`src/rtl/dma_irq_pkg.sv`:
```
package dma_irq_pkg;
  localparam int unsigned REG_AW = 2;
  localparam int unsigned CLR_BIT = 8;
  localparam int unsigned CH_STRIDE = 2;

  typedef enum logic [REG_AW-1:0] {
    ADDR_STAT = 2'd0,
    ADDR_EN   = 2'd1,
    ADDR_CFG  = 2'd2,
    ADDR_RSVD = 2'd3
  } reg_addr_e;
endpackage

```
`src/rtl/dma_irq_ctrl.sv`:
```
module dma_irq_ctrl
  import dma_irq_pkg::*;
#(
  parameter int unsigned NUM_CH = 10,
  parameter int unsigned DATA_W = 32
) (
  input  logic                clk_i,
  input  logic                rst_ni,
  input  logic                wr_en_i,
  input  logic [REG_AW-1:0]   addr_i,
  input  logic [DATA_W-1:0]   wdata_i,
  output logic [NUM_CH-1:0]   w1c_o,
  output logic                en_wr_o,
  output logic [NUM_CH-1:0]   en_data_o,
  output logic                clr_o
);
  logic wr_stat, wr_cfg;
  logic clr_q;

  assign wr_stat = wr_en_i && (addr_i == ADDR_STAT);
  assign wr_cfg  = wr_en_i && (addr_i == ADDR_CFG);
  assign en_wr_o = wr_en_i && (addr_i == ADDR_EN);

  for (genvar n = 0; n < NUM_CH; n++) begin : g_slice
    assign w1c_o[n]     = wr_stat & wdata_i[CH_STRIDE*n];
    assign en_data_o[n] = wdata_i[CH_STRIDE*n];
  end

  // self-clearing; a second set while active is ignored
  always_ff @(posedge clk_i or negedge rst_ni) begin
    if (!rst_ni)    clr_q <= 1'b0;
    else if (clr_q) clr_q <= 1'b0;
    else            clr_q <= wr_cfg & wdata_i[CLR_BIT];
  end

  assign clr_o = clr_q;
endmodule

```
`src/rtl/dma_irq_chan.sv`:
```
module dma_irq_chan (
  input  logic clk_i,
  input  logic rst_ni,
  input  logic kick_i,
  input  logic done_i,
  input  logic w1c_i,
  input  logic clr_i,
  input  logic en_wr_i,
  input  logic en_data_i,
  output logic stat_o,
  output logic en_o,
  output logic pend_o,
  output logic abort_o,
  output logic req_o
);
  logic stat_q, en_q, pend_q;
  logic abort;

  assign abort = clr_i & pend_q;

  always_ff @(posedge clk_i or negedge rst_ni) begin
    if (!rst_ni) begin
      stat_q <= 1'b0;
      en_q   <= 1'b0;
      pend_q <= 1'b0;
    end else begin
      // completion (real or by abort) beats a same-cycle clear
      stat_q <= (stat_q & ~w1c_i) | done_i | abort;
      pend_q <= kick_i | (pend_q & ~done_i & ~abort);
      if (en_wr_i) en_q <= en_data_i;
    end
  end

  assign stat_o  = stat_q;
  assign en_o    = en_q;
  assign pend_o  = pend_q;
  assign abort_o = abort;
  assign req_o   = stat_q & en_q;
endmodule

```
`src/rtl/dma_irq_rdmux.sv`:
```
module dma_irq_rdmux
  import dma_irq_pkg::*;
#(
  parameter int unsigned NUM_CH = 10,
  parameter int unsigned DATA_W = 32
) (
  input  logic [REG_AW-1:0] addr_i,
  input  logic [NUM_CH-1:0] stat_i,
  input  logic [NUM_CH-1:0] en_i,
  input  logic              clr_i,
  output logic [DATA_W-1:0] rdata_o
);
  logic [DATA_W-1:0] stat_w, en_w, cfg_w;

  always_comb begin
    stat_w = '0;
    en_w   = '0;
    cfg_w  = '0;
    for (int n = 0; n < NUM_CH; n++) begin
      stat_w[CH_STRIDE*n] = stat_i[n];
      en_w[CH_STRIDE*n]   = en_i[n];
    end
    cfg_w[CLR_BIT] = clr_i;
  end

  always_comb begin
    unique case (addr_i)
      ADDR_STAT: rdata_o = stat_w;
      ADDR_EN:   rdata_o = en_w;
      ADDR_CFG:  rdata_o = cfg_w;
      default:   rdata_o = '0;
    endcase
  end
endmodule

```
`src/rtl/dma_irq_agg.sv`:
```
module dma_irq_agg
  import dma_irq_pkg::*;
#(
  parameter int unsigned NUM_CH = 10,
  parameter int unsigned DATA_W = 32
) (
  input  logic                clk_i,
  input  logic                rst_ni,
  input  logic                wr_en_i,
  input  logic [REG_AW-1:0]   addr_i,
  input  logic [DATA_W-1:0]   wdata_i,
  output logic [DATA_W-1:0]   rdata_o,
  input  logic [NUM_CH-1:0]   kick_i,
  input  logic [NUM_CH-1:0]   done_i,
  output logic [NUM_CH-1:0]   abort_o,
  output logic                irq_o
);
  logic [NUM_CH-1:0] w1c, en_data, stat_vec, en_vec, pend_vec, req_vec;
  logic              en_wr, clr;

  dma_irq_ctrl #(.NUM_CH(NUM_CH), .DATA_W(DATA_W)) u_ctrl (
    .clk_i, .rst_ni, .wr_en_i, .addr_i, .wdata_i,
    .w1c_o(w1c), .en_wr_o(en_wr), .en_data_o(en_data), .clr_o(clr)
  );

  for (genvar n = 0; n < NUM_CH; n++) begin : g_ch
    dma_irq_chan u_chan (
      .clk_i, .rst_ni,
      .kick_i(kick_i[n]), .done_i(done_i[n]), .w1c_i(w1c[n]),
      .clr_i(clr), .en_wr_i(en_wr), .en_data_i(en_data[n]),
      .stat_o(stat_vec[n]), .en_o(en_vec[n]), .pend_o(pend_vec[n]),
      .abort_o(abort_o[n]), .req_o(req_vec[n])
    );
  end

  assign irq_o = |req_vec;

  dma_irq_rdmux #(.NUM_CH(NUM_CH), .DATA_W(DATA_W)) u_rd (
    .addr_i, .stat_i(stat_vec), .en_i(en_vec), .clr_i(clr), .rdata_o
  );
endmodule

```
`config.mk`:
```
export PLATFORM = sky130hd
export DESIGN_NAME = dma_irq_agg
export DESIGN_NICKNAME = d
export VERILOG_FILES = /design/src/rtl/dma_irq_pkg.sv /design/src/rtl/dma_irq_ctrl.sv /design/src/rtl/dma_irq_chan.sv /design/src/rtl/dma_irq_rdmux.sv /design/src/rtl/dma_irq_agg.sv
export SDC_FILE = /design/constraint.sdc
export NUM_CORES = 1
export LEC_CHECK = 0
export ABC_AREA = 0
export BUFFER_PORTS_ARGS = -buffer_cell sky130_fd_sc_hd__buf_2
export CORE_AREA = 8 8 71 73
export DETAILED_ROUTE_END_ITERATION = 6
export DIE_AREA = 0 0 79 81
export PLACE_DENSITY_LB_ADDON = 0.2
export REMOVE_ABC_BUFFERS = 1
export SYNTH_ARGS = -nofsm -noshare
export SYNTH_HDL_FRONTEND = slang
export SYNTH_SLANG_ARGS = --single-unit
```
`constraint.sdc`:
```
create_clock -name clk_i -period 2.8 [get_ports clk_i]
set_input_delay 0.14 -clock clk_i [delete_from_list [all_inputs] [get_ports clk_i]]
set_output_delay 0.14 -clock clk_i [all_outputs]
set_load 0.05 [all_outputs]
```
* Word level (Yosys, flattened, before mapping)
Index checks and enable logic that the tools add are counted.
** Word-level totals
- Flip-flop bits (word level) :: 31
- Bits in latches :: 0
- Memory bits (writable) :: 0
- Memory bits (read-only) :: 0
- Output and inout bits :: 43
- Word-level logic and storage cells :: 161
- Memories :: 0
** Cells by class
- Add/sub/neg operators :: 0
- Multiply operators :: 0
- Divide/modulo/power cells :: 0
- $lt $le $gt $ge :: 0
- Equal/unequal tests :: 2
- Shifts and indexed selects :: 0
- Multiplexer cells :: 2
- Bitwise logic cells :: 121
- Reduce and logical (&&, ||, !) cells :: 5
** Operators by type and width (count)
- $and 1x1->1 :: 61
- $pmux 19 s3 :: 1
- $not 1->1 :: 30
- $or 1x1->1 :: 30
- $reduce_or 10->1 :: 1
- $logic_and 1x1->1 :: 3
- $eq 2x1->1 const B :: 1
- $eq 2x2->1 const B :: 1
- $logic_not 2->1 :: 1
- $mux 1 :: 1

* Longest topological paths before layout
- Depth in word-level cells :: 7
- Gate-level depth with buffers :: 3

* Hierarchy
From an unflattened synthesis, not the netlist that was laid out.
** Unflattened totals
- Cell total of the unflattened synthesis :: 176
- Area total of the unflattened synthesis :: 1805.5 µm²
** By module, submodules not included
- dma_irq_chan :: times used 10, cells an instance 10, area each 125.1 µm², seq. area each 75.1 µm²
- dma_irq_rdmux :: times used 1, cells an instance 46, area each 331.6 µm², seq. area each 0.0 µm²
- dma_irq_ctrl :: times used 1, cells an instance 26, area each 201.4 µm², seq. area each 25.0 µm²
- dma_irq_agg :: times used 1, cells an instance 4, area each 21.3 µm², seq. area each 0.0 µm²

* Least setup slack after synthesis
OpenSTA, ideal clock, no wires.
- Path type :: reg2out
- From :: reg u_ctrl.clr_q, in the netlist u_ctrl.clr_o
- To :: out rdata_o[8]
- Arrival :: 1820 ps
- Setup slack :: 840 ps
- Cell stages (with the launch flop) :: 4
- Buffers on the path :: 1
- Cells stage by stage :: dfrtp_1 -> clkbuf_1 -> mux2i_1 -> o21ai_0
** On the way
- Longest elaborated chain between the ends :: 1
** RTL lines
- from (decl) :: RTL line dma_irq_ctrl.sv:18 : logic clr_q;
- from (signal assigned) :: RTL line dma_irq_ctrl.sv:33 : else clr_q <= wr_cfg & wdata_i[CLR_BIT];
- $pmux 19 s3 :: RTL line dma_irq_rdmux.sv:27 : unique case (addr_i)
- to (decl) :: RTL line dma_irq_agg.sv:12 : output logic [DATA_W-1:0] rdata_o,
No other way between the ends.

* Final worst setup path
Same ends and word-level chain as after synthesis.

==> results.md <==
- Status: complete, no violations
- Drt wl/cell: 15.9 um
- Worst hold stages: 2
- PwrDens: 590 nW/um^2
- Layout Nets: 265
- Synthesized cell area: about 1700 sq um
- Antenna diodes: 0
- Register area: 776 sq um
- Setup Buffers After CTS: 0
- # clock sinks: 31
- Buffers on Ports: 55
- Post-DP HPWL: ~3200 um
- Core ar.: between 3000 and 4000 sq um
- Worst skew pair latency: 0.28 ns
- Cts-stage hold buffer count: 1
- Residual DRC: 0
- Area growth, synth to finish: 15.0%
- DRT Wirelength: 4110 um
- Cell Rows: 23
- First-pass GRT wire length: approximately 6500 um
- Slew @ Worst Pin: just over 0.7 ns
- Critical path data required time: 2.66 ns
- Final antenna-violating net count: 0
- Gr usage total: 13.0%
- Psw: 386 uW
- Post-CTS Resized: 0
- CTS root buffer: clkbuf_8
- Cts bufs inserted: 5
- Reg power frac: 45.0%
- Fill cells: 385
- R2r endpoint: g_ch[1].u_chan.pend_o
- VDD IR max: 343 uV
- CP Max Fanout: 22
- RSZ-0062 raised after global routing: no
- Final worst path period need: ~1.9 ns
- Initial DRC Count: 55
- Final Hold Viols: 0
- Multi-input logic area: 759 sq um
- Min Hold Slack: 0.0492 ns
- Final count of negative-setup-slack endpoints: 0
- Share of cells above drive strength 1: 40.4%
- GPL Wtd Cong: between 0.7 and 0.8
- Worst hold endpoint: g_ch[8].u_chan.pend_o
- Async SR Flop Fraction: between 90% and 100%
- Remaining Overflow, GRT: 0
- Initial Util: 43.8%
- Post-synthesis sequential area ratio: 45.3%
- Reg2Reg Setup Slack: 1.47 ns
- Largest net degree at the start of global routing: 32
- Dominant cell by count in the synthesized netlist: buf_4
- # IOs: 100
- Final core utilization: around half
- Synth Register Bits: 31
- Pins over their slew limit: 0
- Top cell type's share of synthesized area: a little under half
- Setup CP Type: reg -> out
- Max cap viols: 0
- Initial antenna violation count: 0
- Fin Setup TNS: 0 ns
- Clk pwr share: between 20% and 30%
- HP Class: in -> reg
- Comb power frac: 25.2%
- Final Cycle Share: 66.3%
- Area leader, netlist: dfrtp_1
- Hold Path Origin: kick_i[8]
- Clock-pin slew on the worst setup and hold paths: 0.06 ns
- Clk_skew: 0.00613 ns
- Internal power: 776 uW
- Worst reg-to-reg path cell count: 2
- Die extent in y: between 80 and 90 um
- Vias in the first global route: roughly 1400
- CP endpoint kind: primary output
- Drt via density: 4.82
- CTS max path bufs: 2
- Static leakage: 0.000956 uW
- CP Launch Type: flop
- Top cells by count, synth: 32 x buf_4, 31 x dfrtp_1, 11 x nand2_1
- Die X: just under 80 um
- Dpl ws: 1.23 ns
- Slew headroom: 52.8%
- Fmax: 539 MHz
- Area contributors post-synth: dfrtp_1 45%, buf_4 14%, mux2_2 6.6%, mux2i_1 5.8%, a211o_1 5.1%
- Distinct cell type count after synthesis: 22
- CTS tree: done
- Reg2reg start: u_ctrl.clr_o
- Post-synth EDFFs: 0
- Die area: between 6000 and 7000 sq um
- Via count: approximately 1200
- Main synth FF type: dfrtp_1
- Syn avg cell area: 10.7 sq um
- Fin worst setup slack: 0.944 ns
- Warnings from Yosys: 0
- Switching share of power: 33.2%
- CTS H-tree depth: 2
- Pre-antenna DRT Iters: 4
- CP arrival: 1.72 ns
- Post-Synthesis Cells: 160
## cell families after synthesis
logic type	Yosys count	share of synthesized area, %
AO/OA/AOI/OAI	16	7.74
buffers and inverters	36	15.0
flip-flops	31	45.3
multiplexers	20	12.4
other	1	0.219
AND/OR/NAND/NOR	56	19.4
## flip-flops by register name, summed over array words and instances, names as in the netlist
name	count
g_ch.u_chan.en_o	10
g_ch.u_chan.pend_o	10
g_ch.u_chan.stat_o	10
u_ctrl.clr_o	1
## worst max-delay path by stage
stage	cells past startpoint	slack (ns)	endpoint	from
2_1_floorplan	2	0.87	rdata_o[8]	u_ctrl.clr_o
3_3_place_gp	3	1.29	rdata_o[8]	u_ctrl.clr_o
3_5_place_dp	3	1.23	rdata_o[8]	u_ctrl.clr_o
4_1_cts	3	0.92	rdata_o[8]	u_ctrl.clr_o
5_1_grt	3	0.76	rdata_o[8]	u_ctrl.clr_o
6_report	3	0.94	rdata_o[8]	u_ctrl.clr_o
## routing by layer
metal  up-vias  share of wire, %  global-route usage [%]  wire, um
met3        10               8.4                    5.96       346
met1       600                37                    11.8      1540
met5         -                 0                       0         0
met2        46                52                    23.8      2120
li1        588                 -                       -         -
met4         0               2.4                    6.85        97
## cell type report
cell class              instances  share of cell area (%)
clock inverters                 1                   0.254
well taps                      50                    3.17
multi-input cells             114                    38.5
clock buffers                   6                    4.19
flip-flops and latches         31                    39.4
repair buffers                 56                    14.5
## critical path, cell delays in order (launching register included)
cell,delay (ns)
dfrtp_1,0.76
mux2i_1,0.15
o21ai_0,0.22
buf_2,0.30
## through the flow
| step | std cells | total power, uW | area, sq um |
|---|---|---|---|
| 4_1_cts | 258 | 1180 | 1970 |
| 6_report | 258 | 1160 | 1970 |
| 5_1_grt | 258 | 1230 | 1970 |
| 2_1_floorplan | 145 | 738 | 1540 |
| 3_3_place_gp | 250 | 813 | 1870 |
| 3_5_place_dp | 250 | 824 | 1870 |
## power by group through the flow
stage                     clock (uW)  sequential (uW)  combinational [uW]
final                            346              523                 293
after global placement             0              526                 287
after CTS                        365              522                 295
after detailed placement           0              530                 294
after global routing             384              529                 314
after floorplan                    0              520                 218
## cells in the final DEF, fill, tap and decap left out
cell and count:
and2b_1 1, clkinv_2 1, mux2_2 10, mux2i_1 10
o21ai_0 1, a211o_1 10, a22o_1 1, buf_2 55
nand4_1 1, dlygate4sd3_1 1, and2_1 10, dfrtp_1 31
a221oi_1 1, or2_2 10, nor2_1 10, nor3b_1 10
a22oi_1 3, conb_1 22, nand4b_1 1, clkbuf_8 6
nand2_4 1, nor3b_4 1, nand2_1 11
(Power assumes the default switching activity.)
